<file path="src/rtl/tmr3_pkg.sv">
package tmr3_pkg;
    localparam int CNT_W   = 32;
    localparam int NUM_CH  = 3;
    localparam int ADDR_W  = 6;
    localparam int NUM_SRC = 6;

    typedef enum logic [1:0] {
        EDGE_RISE = 2'b00,
        EDGE_FALL = 2'b01,
        EDGE_BOTH = 2'b10,
        EDGE_BTH2 = 2'b11
    } edge_mode_e;

    typedef struct packed {
        logic [CNT_W-1:0] count;
        logic [CNT_W-1:0] reload;
        logic [2:0]       src;
        edge_mode_e       edg;
        logic             ie;
        logic             flag;
        logic             prev;
    } chan_state_t;

    function automatic logic [ADDR_W-1:0] chan_base(input int ch);
        return ADDR_W'(4 + 12 * ch);
    endfunction
endpackage

</file>
<file path="src/rtl/tmr3_prescale.sv">
module tmr3_prescale #(
    parameter int DIV_W = 8
) (
    input  logic             clk,
    input  logic             rst_n,
    output logic [DIV_W-1:0] div_o
);
    logic [DIV_W-1:0] div_d, div_q;

    always_comb begin
        div_d = div_q + 1'b1;
    end

    always_ff @(posedge clk or negedge rst_n) begin
        if (!rst_n) div_q <= '0;
        else        div_q <= div_d;
    end

    assign div_o = div_q;
endmodule

</file>
<file path="src/rtl/tmr3_sync.sv">
module tmr3_sync #(
    parameter int W = 1
) (
    input  logic         clk,
    input  logic         rst_n,
    input  logic [W-1:0] async_i,
    output logic [W-1:0] sync_o
);
    logic [W-1:0] s1_d, s1_q, s2_d, s2_q;

    always_comb begin
        s1_d = async_i;
        s2_d = s1_q;
    end

    always_ff @(posedge clk or negedge rst_n) begin
        if (!rst_n) begin
            s1_q <= '0;
            s2_q <= '0;
        end else begin
            s1_q <= s1_d;
            s2_q <= s2_d;
        end
    end

    assign sync_o = s2_q;
endmodule

</file>
<file path="src/rtl/tmr3_chan.sv">
module tmr3_chan
    import tmr3_pkg::*;
(
    input  logic               clk,
    input  logic               rst_n,
    input  logic               run_i,
    input  logic [NUM_SRC-1:0] src_lvl_i,
    input  logic               wr_reload_i,
    input  logic               wr_count_i,
    input  logic               wr_ctrl_i,
    input  logic [CNT_W-1:0]   wdata_i,
    output logic [CNT_W-1:0]   reload_o,
    output logic [CNT_W-1:0]   count_o,
    output logic [15:0]        ctrl_o,
    output logic               irq_o
);
    chan_state_t st_d, st_q;
    logic        lvl;
    logic        tick;
    logic        uflow;

    always_comb begin
        st_d = st_q;
        lvl  = (st_q.src < 3'(NUM_SRC)) ? src_lvl_i[st_q.src] : 1'b0;
        unique case (st_q.edg)
            EDGE_RISE: tick = lvl & ~st_q.prev;
            EDGE_FALL: tick = ~lvl & st_q.prev;
            default:   tick = lvl ^ st_q.prev;
        endcase
        uflow      = run_i && tick && (st_q.count == '0);
        st_d.prev  = lvl;

        if (run_i && tick) begin
            st_d.count = uflow ? st_q.reload : st_q.count - 1'b1;
        end
        if (wr_count_i)  st_d.count  = wdata_i;
        if (wr_reload_i) st_d.reload = wdata_i;

        if (wr_ctrl_i) begin
            st_d.src = wdata_i[2:0];
            st_d.edg = edge_mode_e'(wdata_i[4:3]);
            st_d.ie  = wdata_i[5];
            if (!wdata_i[8]) st_d.flag = 1'b0;
        end
        if (uflow) st_d.flag = 1'b1;
    end

    always_ff @(posedge clk or negedge rst_n) begin
        if (!rst_n) st_q <= '0;
        else        st_q <= st_d;
    end

    assign reload_o = st_q.reload;
    assign count_o  = st_q.count;
    assign ctrl_o   = {7'b0, st_q.flag, 2'b0, st_q.ie, st_q.edg, st_q.src};
    assign irq_o    = st_q.flag & st_q.ie;

    AST_HOLD_STOPPED: assert property (@(posedge clk) disable iff (!rst_n)
        (!run_i && !wr_count_i) |=> $stable(count_o));
    AST_DEC_BY_ONE: assert property (@(posedge clk) disable iff (!rst_n)
        (run_i && tick && count_o != '0 && !wr_count_i) |=> (count_o == $past(count_o) - 1'b1));
    AST_RELOAD_ZERO: assert property (@(posedge clk) disable iff (!rst_n)
        (run_i && tick && count_o == '0 && !wr_count_i) |=> (count_o == $past(reload_o)));
    AST_FLAG_STICKY: assert property (@(posedge clk) disable iff (!rst_n)
        (ctrl_o[8] && !(wr_ctrl_i && !wdata_i[8])) |=> ctrl_o[8]);
endmodule

</file>
<file path="src/rtl/tmr3_top.sv">
module tmr3_top
    import tmr3_pkg::*;
(
    input  logic              clk,
    input  logic              rst_n,
    input  logic [ADDR_W-1:0] bus_addr,
    input  logic              bus_we,
    input  logic [CNT_W-1:0]  bus_wdata,
    output logic [CNT_W-1:0]  bus_rdata,
    input  logic              ref_clk_in,
    input  logic              ext_clk_in,
    input  logic              cap_in,
    output logic [NUM_CH-1:0] irq_o
);
    localparam int DIV_W = 8;
    localparam logic [ADDR_W-1:0] START_OFS = ADDR_W'(2);
    localparam logic [ADDR_W-1:0] CAP_OFS   = ADDR_W'(40);

    typedef struct packed {
        logic [NUM_CH-1:0] start;
        logic [CNT_W-1:0]  cap;
        logic              cap_prev;
    } top_state_t;

    top_state_t         ts_d, ts_q;
    logic [DIV_W-1:0]   div;
    logic [2:0]         sync_lvl;
    logic [NUM_SRC-1:0] src_lvl;
    logic               cap_edge;

    logic [CNT_W-1:0] rl   [NUM_CH];
    logic [CNT_W-1:0] cnt  [NUM_CH];
    logic [15:0]      ctl  [NUM_CH];
    logic [NUM_CH-1:0] wr_rl, wr_cnt, wr_ctl;

    tmr3_prescale #(.DIV_W(DIV_W)) u_pre (
        .clk   (clk),
        .rst_n (rst_n),
        .div_o (div)
    );

    tmr3_sync #(.W(3)) u_sync (
        .clk     (clk),
        .rst_n   (rst_n),
        .async_i ({cap_in, ext_clk_in, ref_clk_in}),
        .sync_o  (sync_lvl)
    );

    assign src_lvl = {sync_lvl[1], sync_lvl[0], div[7], div[5], div[3], div[1]};

    for (genvar c = 0; c < NUM_CH; c++) begin : g_ch
        assign wr_rl[c]  = bus_we && (bus_addr == chan_base(c));
        assign wr_cnt[c] = bus_we && (bus_addr == chan_base(c) + ADDR_W'(4));
        assign wr_ctl[c] = bus_we && (bus_addr == chan_base(c) + ADDR_W'(8));

        tmr3_chan u_ch (
            .clk         (clk),
            .rst_n       (rst_n),
            .run_i       (ts_q.start[c]),
            .src_lvl_i   (src_lvl),
            .wr_reload_i (wr_rl[c]),
            .wr_count_i  (wr_cnt[c]),
            .wr_ctrl_i   (wr_ctl[c]),
            .wdata_i     (bus_wdata),
            .reload_o    (rl[c]),
            .count_o     (cnt[c]),
            .ctrl_o      (ctl[c]),
            .irq_o       (irq_o[c])
        );
    end

    always_comb begin
        ts_d          = ts_q;
        cap_edge      = sync_lvl[2] & ~ts_q.cap_prev;
        ts_d.cap_prev = sync_lvl[2];
        if (bus_we && bus_addr == START_OFS) ts_d.start = bus_wdata[NUM_CH-1:0];
        if (cap_edge) ts_d.cap = cnt[NUM_CH-1];
    end

    always_ff @(posedge clk or negedge rst_n) begin
        if (!rst_n) ts_q <= '0;
        else        ts_q <= ts_d;
    end

    always_comb begin
        bus_rdata = '0;
        if (bus_addr == START_OFS) bus_rdata = CNT_W'(ts_q.start);
        if (bus_addr == CAP_OFS)   bus_rdata = ts_q.cap;
        for (int c = 0; c < NUM_CH; c++) begin
            if (bus_addr == chan_base(c))               bus_rdata = rl[c];
            if (bus_addr == chan_base(c) + ADDR_W'(4))  bus_rdata = cnt[c];
            if (bus_addr == chan_base(c) + ADDR_W'(8))  bus_rdata = CNT_W'(ctl[c]);
        end
    end

    AST_CAP_READONLY: assert property (@(posedge clk) disable iff (!rst_n)
        !cap_edge |=> $stable(ts_q.cap));
    AST_CAP_TAKES_COUNT: assert property (@(posedge clk) disable iff (!rst_n)
        cap_edge |=> (ts_q.cap == $past(cnt[NUM_CH-1])));
endmodule

</file>
<file path="config.mk">
export PLATFORM = sky130hd
export DESIGN_NAME = tmr3_top
export DESIGN_NICKNAME = d
export VERILOG_FILES = /design/src/rtl/tmr3_pkg.sv /design/src/rtl/tmr3_prescale.sv /design/src/rtl/tmr3_sync.sv /design/src/rtl/tmr3_chan.sv /design/src/rtl/tmr3_top.sv
export SDC_FILE = /design/constraint.sdc
export NUM_CORES = 1
export LEC_CHECK = 0
export CAP_MARGIN = 20
export CORE_ASPECT_RATIO = 0.6
export CORE_MARGIN = 4
export CORE_UTILIZATION = 50
export CTS_BUF_LIST = sky130_fd_sc_hd__clkbuf_4 sky130_fd_sc_hd__clkbuf_8
export CTS_CLUSTER_DIAMETER = 200
export DETAILED_ROUTE_END_ITERATION = 7
export HOLD_SLACK_MARGIN = 0.12
export PLACE_DENSITY = 0.68
export SLEW_MARGIN = 10
export SYNTH_ARGS = -nofsm -noshare
export SYNTH_HDL_FRONTEND = slang
export SYNTH_SLANG_ARGS = --single-unit
</file>
<file path="constraint.sdc">
create_clock -name clk -period 3.8 [get_ports clk]
set_input_delay 0.95 -clock clk [delete_from_list [all_inputs] [get_ports clk]]
set_output_delay 0.95 -clock clk [all_outputs]
set_load 0.005 [all_outputs]
</file>
# ---- Yosys cells after proc, flatten, opt, wreduce, memory -nomap -nowiden
# Index checks and enable logic that the tools add are counted.
dict set report totals {
  regBits 266
  inputBits 44
  out_inout_bits 35
  elab_cells 144
}
dict set report classes {
  add_sub_neg 4
  n_lt_le_gt_ge 6
  eq_ne 17
  muxes 39
  n_bitwise 20
  n_reduce_logical 31
}
# op n
set op_table {}
lappend op_table {{32-bit 2-to-1 mux} 19}
lappend op_table {{32-bit zero test} 3}
lappend op_table {{32-bit by 1-bit subtractor with 32-bit output, second input constant} 3}
lappend op_table {{6-bit by 5-bit equality test with 1-bit output, second input constant} 4}
lappend op_table {{6-bit equality test, second input constant} 3}
lappend op_table {{1-bit logical AND} 16}
lappend op_table {{1-bit 2-to-1 mux} 13}
lappend op_table {{6-bit by 4-bit equality test with 1-bit output, second input constant} 2}
lappend op_table {{3-bit by 4-bit < comparator with 1-bit output, second input constant} 3}
lappend op_table {{2-bit nonzero test} 6}
lappend op_table {{1-bit AND} 10}
lappend op_table {{1-bit binary-select mux with 3-bit select} 3}
lappend op_table {{3-bit < comparator, second input constant} 3}
lappend op_table {{8-bit by 1-bit adder with 8-bit output, second input constant} 1}
lappend op_table {{1-bit inverter} 7}
lappend op_table {{2-bit by 1-bit equality test with 1-bit output, second input constant} 3}
lappend op_table {{6-bit by 2-bit equality test with 1-bit output, second input constant} 1}
lappend op_table {{6-bit by 3-bit equality test with 1-bit output, second input constant} 1}
lappend op_table {{2-bit zero test} 3}
lappend op_table {{2-bit by 1-bit != test with 1-bit output, second input constant} 3}
lappend op_table {{1-bit one-hot mux with 2 select lines} 3}
lappend op_table {{2-bit AND reduction} 3}
lappend op_table {{3-bit 2-to-1 mux} 1}
lappend op_table {{1-bit XOR} 3}

# ---- Longest topological paths before layout
# Gate-level depths: netlist (run 1).
dict set report logic_depth {
  word_depth 12
  ltp_mapped 13
  depth_no_buf 11
}

# ---- Hierarchy
# From an unflattened synthesis (run 1), not the netlist that was laid out.
dict set report unflattened {
  cells_unflattened 1881
  area_unflattened_um2 17888.4
}
# module instances cells_per_inst area_per_inst_um2 seq_area_each_um2
set modules_own_cells {}
lappend modules_own_cells {tmr3_chan 3 483 4633.2 1801.7}
lappend modules_own_cells {tmr3_top 1 402 3522.1 900.9}
lappend modules_own_cells {tmr3_prescale 1 24 316.6 200.2}
lappend modules_own_cells {tmr3_sync 1 6 150.1 150.1}

# ---- Worst setup path before layout (run 1)
# No wires, ideal clock.
dict set report synth_timing {
  path_type {in2out}
  from {in bus_addr[1]}
  to {out bus_rdata[21]}
  arrival_time_ns 2.573
  required_ns 2.850
  setup_slack_ns 0.277
  path_stages 7
  n_path_buf 3
  path_cell_list {or4_1 clkbuf_1 nor2_1 clkbuf_1 buf_1 a22oi_1 nand3_1}
}
dict set report synth_via {
  elab_chain_cells 11
  elab_cells_between_ends 20
  classes_between {eq/ne (10); mux (10)}
}
# item line
set synth_rtl {}
lappend synth_rtl {{start: declaration} tmr3_top.sv:6} ;# input logic [ADDR_W-1:0] bus_addr,
lappend synth_rtl {{6-bit equality test} tmr3_top.sv:88} ;# if (bus_addr == CAP_OFS) bus_rdata = ts_q.cap;
lappend synth_rtl {{32-bit 2-to-1 mux} tmr3_top.sv:88}
lappend synth_rtl {{32-bit 2-to-1 mux} tmr3_top.sv:90} ;# if (bus_addr == chan_base(c)) bus_rdata = rl[c];
lappend synth_rtl {{32-bit 2-to-1 mux} tmr3_top.sv:91} ;# if (bus_addr == chan_base(c) + ADDR_W'(4)) bus_rdata = cnt[c];
lappend synth_rtl {{32-bit 2-to-1 mux} tmr3_top.sv:92} ;# if (bus_addr == chan_base(c) + ADDR_W'(8)) bus_rdata = CNT_W'(ctl[c]);
lappend synth_rtl {{32-bit 2-to-1 mux} tmr3_top.sv:90}
lappend synth_rtl {{32-bit 2-to-1 mux} tmr3_top.sv:91}
lappend synth_rtl {{32-bit 2-to-1 mux} tmr3_top.sv:92}
lappend synth_rtl {{32-bit 2-to-1 mux} tmr3_top.sv:90}
lappend synth_rtl {{32-bit 2-to-1 mux} tmr3_top.sv:91}
lappend synth_rtl {{32-bit 2-to-1 mux (*)} tmr3_top.sv:92}
lappend synth_rtl {{end: declaration} tmr3_top.sv:9} ;# output logic [CNT_W-1:0] bus_rdata,
# Every way passes the cells marked *; elsewhere a longest branch is shown, timed or not.

# ---- Final worst setup path (run 1)
dict set report layout_timing {
  from {in bus_addr[5]}
  to {out bus_rdata[0]}
}
dict set report layout_via {
  elab_chain_cells 12
  elab_cells_between_ends 22
  classes_between {eq/ne (11); mux (11)}
}
# item line
set layout_rtl {}
lappend layout_rtl {{6-bit by 2-bit equality test with 1-bit output} tmr3_top.sv:87} ;# if (bus_addr == START_OFS) bus_rdata = CNT_W'(ts_q.start);
lappend layout_rtl {{3-bit 2-to-1 mux} tmr3_top.sv:87}
lappend layout_rtl {{32-bit 2-to-1 mux} tmr3_top.sv:88}
lappend layout_rtl {{32-bit 2-to-1 mux} tmr3_top.sv:90}
lappend layout_rtl {{32-bit 2-to-1 mux} tmr3_top.sv:91}
lappend layout_rtl {{32-bit 2-to-1 mux} tmr3_top.sv:92}
lappend layout_rtl {{32-bit 2-to-1 mux} tmr3_top.sv:90}
lappend layout_rtl {{32-bit 2-to-1 mux} tmr3_top.sv:91}
lappend layout_rtl {{32-bit 2-to-1 mux} tmr3_top.sv:92}
lappend layout_rtl {{32-bit 2-to-1 mux} tmr3_top.sv:90}
lappend layout_rtl {{32-bit 2-to-1 mux} tmr3_top.sv:91}
lappend layout_rtl {{32-bit 2-to-1 mux (*)} tmr3_top.sv:92}
# Marks and branches as above.

==> results of run 1 <==
[synthesized netlist by cell type (all sizes together), types with 16 or more instances]
master / number / area [um2]
a221o: 21 / 210
mux2: 150 / 1690
xnor2: 47 / 412
a21oi: 21 / 105
a22oi: 118 / 886
o21ai: 165 / 826
nor2: 78 / 300
dfrtp: 266 / 6660
nor3: 34 / 219
nand4: 18 / 128
inv: 23 / 86.3
mux2i: 57 / 571
nand2: 117 / 442
clkbuf: 70 / 264
buf: 53 / 285
nor4: 23 / 223
or4: 16 / 143
nand3: 56 / 280
xor2: 31 / 272
[logic make-up (layout without fill, tap and decap cells)]
logic type | count (synthesis) | count (layout) | share of synthesized area
AOI/OAI and AO/OA | 422 | 422 | 0.181
xor gates and xnor gates | 78 | 78 | 0.0441
adders and majority gates | 13 | 13 | 0.0105
buffers and inverters | 146 | 311 | 0.0410
DFF | 266 | 266 | 0.429
muxes | 211 | 211 | 0.152
and+or+nand+nor | 405 | 405 | 0.143
[sequential cells by signal (all words and copies together) (netlist names)]
| signal | cells |
|---|---|
| u_sync.s1_q | 3 |
| u_sync.sync_o | 3 |
| g_ch.u_ch.count_o | 96 |
| ts_q | 36 |
| u_pre.div_o | 8 |
| g_ch.u_ch.st_q | 3 |
| g_ch.u_ch.reload_o | 96 |
| g_ch.u_ch.ctrl_o | 21 |
[metal layers]
metal / GRT usage / vias up / part of all wire
li1: - / 6041 / -
met1: 0.487 / 6888 / 0.45
met2: 0.414 / 852 / 0.38
met3: 0.132 / 73 / 0.15
met4: 0.0602 / 0 / 0.014
met5: 0 / - / 0
[power groups by stage]
stage               combinational [mW]  clock [mW]  sequential (mW)
finish                            3.30        2.67             4.93
global route                      3.66        2.84             5.01
floorplan                         2.57           0             4.28
CTS                               3.26        2.70             4.86
detailed placement                3.24           0             4.89
global placement                  3.14           0             4.86
[through the flow]
stage                     setup TNS [ns]  utilization  hold slack [ns]  instances
after floorplan                        0            -            0.331       1541
after global placement            -18.66        0.575            0.333       2024
after detailed placement          -19.97        0.576            0.339       2025
after CTS                              0        0.612            0.350       2110
after global routing                   0        0.613            0.359       2114
final                                  0        0.613            0.331       2114
[area by class of cell]
| class | instances | area (um2) |
|---|---|---|
| multi-input cells | 1129 | 8380 |
| flip-flops and latches | 266 | 6660 |
| repair buffers | 212 | 2000 |
| fillers | 2553 | 11700 |
| inverters | 23 | 86.3 |
| clock inverters | 8 | 48.8 |
| well taps | 408 | 510 |
| clock buffers | 68 | 855 |
[what timing repair did]
item | in CTS | in global routing
endpoints found under the setup margin | 32 | 35
buffers inserted | 9 | 3
pin swaps | 26 | 12
gates resized for setup | 89 | 20
gates cloned | 1 | 0
[worst max-delay path: cells and delay by family]
kind / cells / cell delay [ns]
buffers and inverters: 2 / 0.22
and+or+nand+nor: 3 / 0.89
AOI/OAI and AO/OA: 3 / 0.71
[worst max path at each step]
stage / endpoint / slack (ns)
floorplan: bus_rdata[21] / 0.28
global placement: bus_rdata[24] / -0.67
detailed placement: bus_rdata[24] / -0.70
CTS: bus_rdata[24] / 0.0005
global route: bus_rdata[0] / 0.05
finish: bus_rdata[0] / 0.08
==> impl_metrics.ini, run 1 <==
[setup_path]
start_kind = primary input
worstPathMaxFanout = 5
reg2reg_to = g_ch[2].u_ch.count_o[29]
rrSetupSlack_ns = 0.31
r2r_cells = 11
crit_type = primary input to primary output
slowest_stage = or4_4
rr_startpoint = u_pre.div_o[1]
cp.arrival_ns = 2.77
cp_data_required_time_ns = 2.85
crit_chain = clkbuf_2 > or4_4 > nor2_4 > a21o_1 > o221ai_4 > a311o_1 > nand3_1 > clkbuf_2
cp-end-kind = primary output
slowest_delay_ns = 0.62
cp-startpoint = bus_addr[5]
timing.critical_path.mode_cell = clkbuf_2

[floorplan]
die_area_um2 = 34000
die_h_um = 144
fp-row-count = 49
num_io_pins = 79
start_util = 0.513
coreArea_um2 = 30200
die_x_um = 235

[run_status]
status = finished, final reports clean

[routing]
vias_per_cell = 6.55
drt_iter0_drc = 1638
via_count = 13900
drt-pass1-iter-count = 7
wl_per_cell_um = 25.8
ant_nets = 0
routed_wl_mm = 54.4
drc = 0

[timing]
setup_slack_ns = 0.0816
setup_violations = 0
drv_slew = 0
post-route-period-util = 0.979
slew_headroom = 0.385
fmax_mhz = 269
tightest_slew_ns = 0.922
hold_viol = 0
rsz0062_at_grt = no
period_needed_ns = 3.72
clock_skew_ns = 0.0151

[placement]
dpl.hpwl_mm = 39.6
dp_slack_ns = -0.703
placed_cell_area_um2 = 17400
gp_congestion = 0.966
io_buffers = 78

[logic_synthesis]
yosys_register_bits = 266
yosysWarningCount = 0
synth_edf_count = 0
synthArstFlopShare = 1.00
synth-main-ff-cell = dfrtp_1
synth_area_um2 = 15500
synthesis.nets = 1598
ys_seq_area_frac = 0.429
avgSynthCellArea_um2 = 10.1
synth_cell_type_count = 83
synth_cells = 1541

[power_and_ir_drop]
p_clk_frac = 0.245
ir_worst_vdd_uv = 325
total_power_mw = 10.9
comb_power_share = 0.303
sequentialPowerShare = 0.452
p_leak_nw = 8.26
p_sw_mw = 4.22
internal-power_mw = 6.69
powerDensity_nw_per_um2 = 589
swShare = 0.387

[clocking]
cts_hold_buffers = 0
cts_buffers = 43
clk_pin_slew_ns = 0.07
cts_sinks = 266
htree_levels = 2
clk_latency_ns = 0.59
cts_max_path_buffers = 3
cts-root-buf = clkbuf_8
cts_tree = done

[global_routing]
antenna_found_initial = 1
grt.total_usage = 0.316
grt_pass1_vias = 13100
grt-ovfl-total = 0
grt_pass1_wl_mm = 82.5
grt_max_degree = 80

[layout]
area_growth_pct = 19.5
nets = 1732
design_area_um2 = 18500
antenna_cells = 0
layout_commonest_cell = dfrtp_1
layout_common_cells = 266 x dfrtp_1, 150 x mux2_2, 117 x a22oi_1
drive_gt1_frac = 0.257

[job]
max_cap_violations = 0

[min_path]
min_path_type = primary input to async pin
No activity file was read; power rests on OpenSTA's default activity.
==> run 2: changes to the inputs <==
--- a/config.mk
+++ b/config.mk
@@ -13,7 +13,7 @@
 export CTS_CLUSTER_DIAMETER = 200
 export DETAILED_ROUTE_END_ITERATION = 7
 export HOLD_SLACK_MARGIN = 0.12
-export PLACE_DENSITY = 0.68
+export PLACE_DENSITY = 0.71
 export SLEW_MARGIN = 10
 export SYNTH_ARGS = -nofsm -noshare
 export SYNTH_HDL_FRONTEND = slang
==> constraint.sdc (replaced) <==
create_clock -name clk -period 3.28 [get_ports clk]
set_input_delay 0.82 -clock clk [delete_from_list [all_inputs] [get_ports clk]]
set_output_delay 0.82 -clock clk [all_outputs]
set_load 0.005 [all_outputs]
==> run 2 against run 1 <==
Against the previous run:
- the flow now finishes with violations (negative setup slack)
- hold slack got worse by 0.17 ns
- sequential power rose by 15%
- count of clock-buffer cells in the layout fell by 10
- routed wire length grew 2.0%
- non-clock buffer count is 32 higher
- register-to-register slack got worse by 0.16 ns
- clock power increased by 7.5%
- core utilization rose by 1.2 points
- global-route usage grew 0.45 points
- sequential share of layout area fell by 0.71 points
- clock skew increased by 0.017 ns
- via count up 0.37%
- critical endpoint unchanged
- largest cell class unchanged
==> impl_metrics.ini, run 2 (synthesis results as in run 1) <==
[floorplan]
die_area_um2 = 34000
fp-row-count = 49
die_h_um = 144
num_io_pins = 79
start_util = 0.513
die_x_um = 235
coreArea_um2 = 30200

[routing]
via_count = 13900
drt-pass1-iter-count = 6
drt_iter0_drc = 1838
wl_per_cell_um = 26.0
ant_nets = 0
routed_wl_mm = 55.5
vias_per_cell = 6.51
drc = 0

[clocking]
cts_sinks = 266
htree_levels = 2
cts_tree = done
cts_buffers = 42
cts_max_path_buffers = 3
clk_pin_slew_ns = 0.07
cts-root-buf = clkbuf_8
clk_latency_ns = 0.60
cts_hold_buffers = 0

[placement]
dp_slack_ns = -0.957
gp_congestion = 0.996
io_buffers = 78
dpl.hpwl_mm = 40.5
dpl.cell_count = 2043

[timing]
rsz0062_at_grt = yes
fmax_mhz = 291
tightest_slew_ns = 0.892
setup_slack_ns = -0.153
period_needed_ns = 3.43
setup_violations = 6
slew_headroom = 0.406
clock_skew_ns = 0.0318
hold_viol = 0
drv_slew = 0
post-route-period-util = 1.05

[setup_path]
cp_top_family = simple AND/OR/NAND/NOR gates
cp_data_required_time_ns = 2.46
cp.arrival_ns = 2.61
rrSetupSlack_ns = 0.15
r2r_cells = 13
worstPathMaxFanout = 5
start_kind = primary input
slowest_stage = or4_4
crit_chain = buf_6 > or4_4 > or2_4 > buf_6 > o221ai_4 > a311o_1 > nand3_1 > buf_2
cp-end-kind = primary output
crit_type = primary input to primary output
reg2reg_to = g_ch[0].u_ch.count_o[28]
slowest_delay_ns = 0.62
rr_startpoint = u_pre.div_o[1]
timing.critical_path.mode_cell = buf_6
timing.critical_path.buf_inv = 3

[layout]
post-route-util = 0.625
area_growth_pct = 21.9
layout_commonest_cell = dfrtp_1
fill_cells = 2473
nets = 1763
drive_gt1_frac = 0.296
layout_common_cells = 266 x dfrtp_1, 150 x mux2_2, 119 x buf_4
fin_cells = 2136

[global_routing]
grt_pass1_vias = 13100
grt.total_usage = 0.321
grt_pass1_wl_mm = 83.3
antenna_found_initial = 1
grt_max_degree = 73
grt-ovfl-total = 0

[power_and_ir_drop]
powerDensity_nw_per_um2 = 658
p_leak_nw = 8.40
ir_worst_vdd_uv = 329

[run_status]
violations = negative setup slack
status = finished with violations

[min_path]
min_path_type = primary input to async pin

[job]
max_cap_violations = 0
run 2: changes by cell type in the layout (fill, tap and decap cells not counted), moves of 12 or more:
cell	delta
dlygate4sd2_1	-24
buf_2	+22
buf_6	+15
buf_4	+14
a22oi_1	-12
a22oi_2	+12
run 2: cell type report:
type | instances | area, um2 | area share
multi-input cells | 1129 | 8520 | 0.451
flip-flops and latches | 266 | 6660 | 0.352
repair buffers | 244 | 2320 | 0.123
clock buffers | 58 | 742 | 0.0393
well taps | 408 | 510 | 0.0270
inverters | 23 | 88.8 | 0.00470
clock inverters | 7 | 62.6 | 0.00331
diodes | 1 | 2.50 | 0.000132
run 2: power by group:
part           internal, mW  switching, mW
Clock                  1.52           1.35
Sequential             4.18           1.51
Combinational          1.93           1.95
run 2: stage by stage:
stage	setup TNS [ns]	power [mW]	instance area, um2	hold slack (ns)
after floorplan	0	7.93	15500	0.331
after global placement	-24.73	9.23	17500	0.333
after detailed placement	-27.52	9.39	17500	0.336
after CTS	-0.330	12.3	18700	0.185
after global routing	-0.766	13.1	18900	0.219
final	-0.492	12.4	18900	0.159
run 2: worst max-delay path by stage:
stage	from	to	slack (ns)	cells past startpoint
final	bus_addr[0]	bus_rdata[0]	-0.15	8
after global routing	bus_addr[0]	bus_rdata[0]	-0.18	8
after CTS	bus_addr[4]	bus_rdata[0]	-0.11	8
after detailed placement	bus_addr[1]	bus_rdata[5]	-0.96	8
after global placement	bus_addr[1]	bus_rdata[3]	-0.94	8
after floorplan	bus_addr[1]	bus_rdata[21]	0.02	7
run 2: repair_timing:
item                                    CTS  global route
endpoints found under the setup margin   32            50
pin swaps                                43            23
cloned                                    3             3
resized for setup                       192            42
buffers inserted                         16             7
endpoints found under the hold margin     0             0
run 2: layer usage:
metal | vias up | wire [um] | track usage
li1 | 6085 | - | -
met1 | 6914 | 25300 | 0.501
met2 | 811 | 21200 | 0.417
met3 | 95 | 8300 | 0.132
met4 | 0 | 791 | 0.0506
met5 | - | 0 | 0
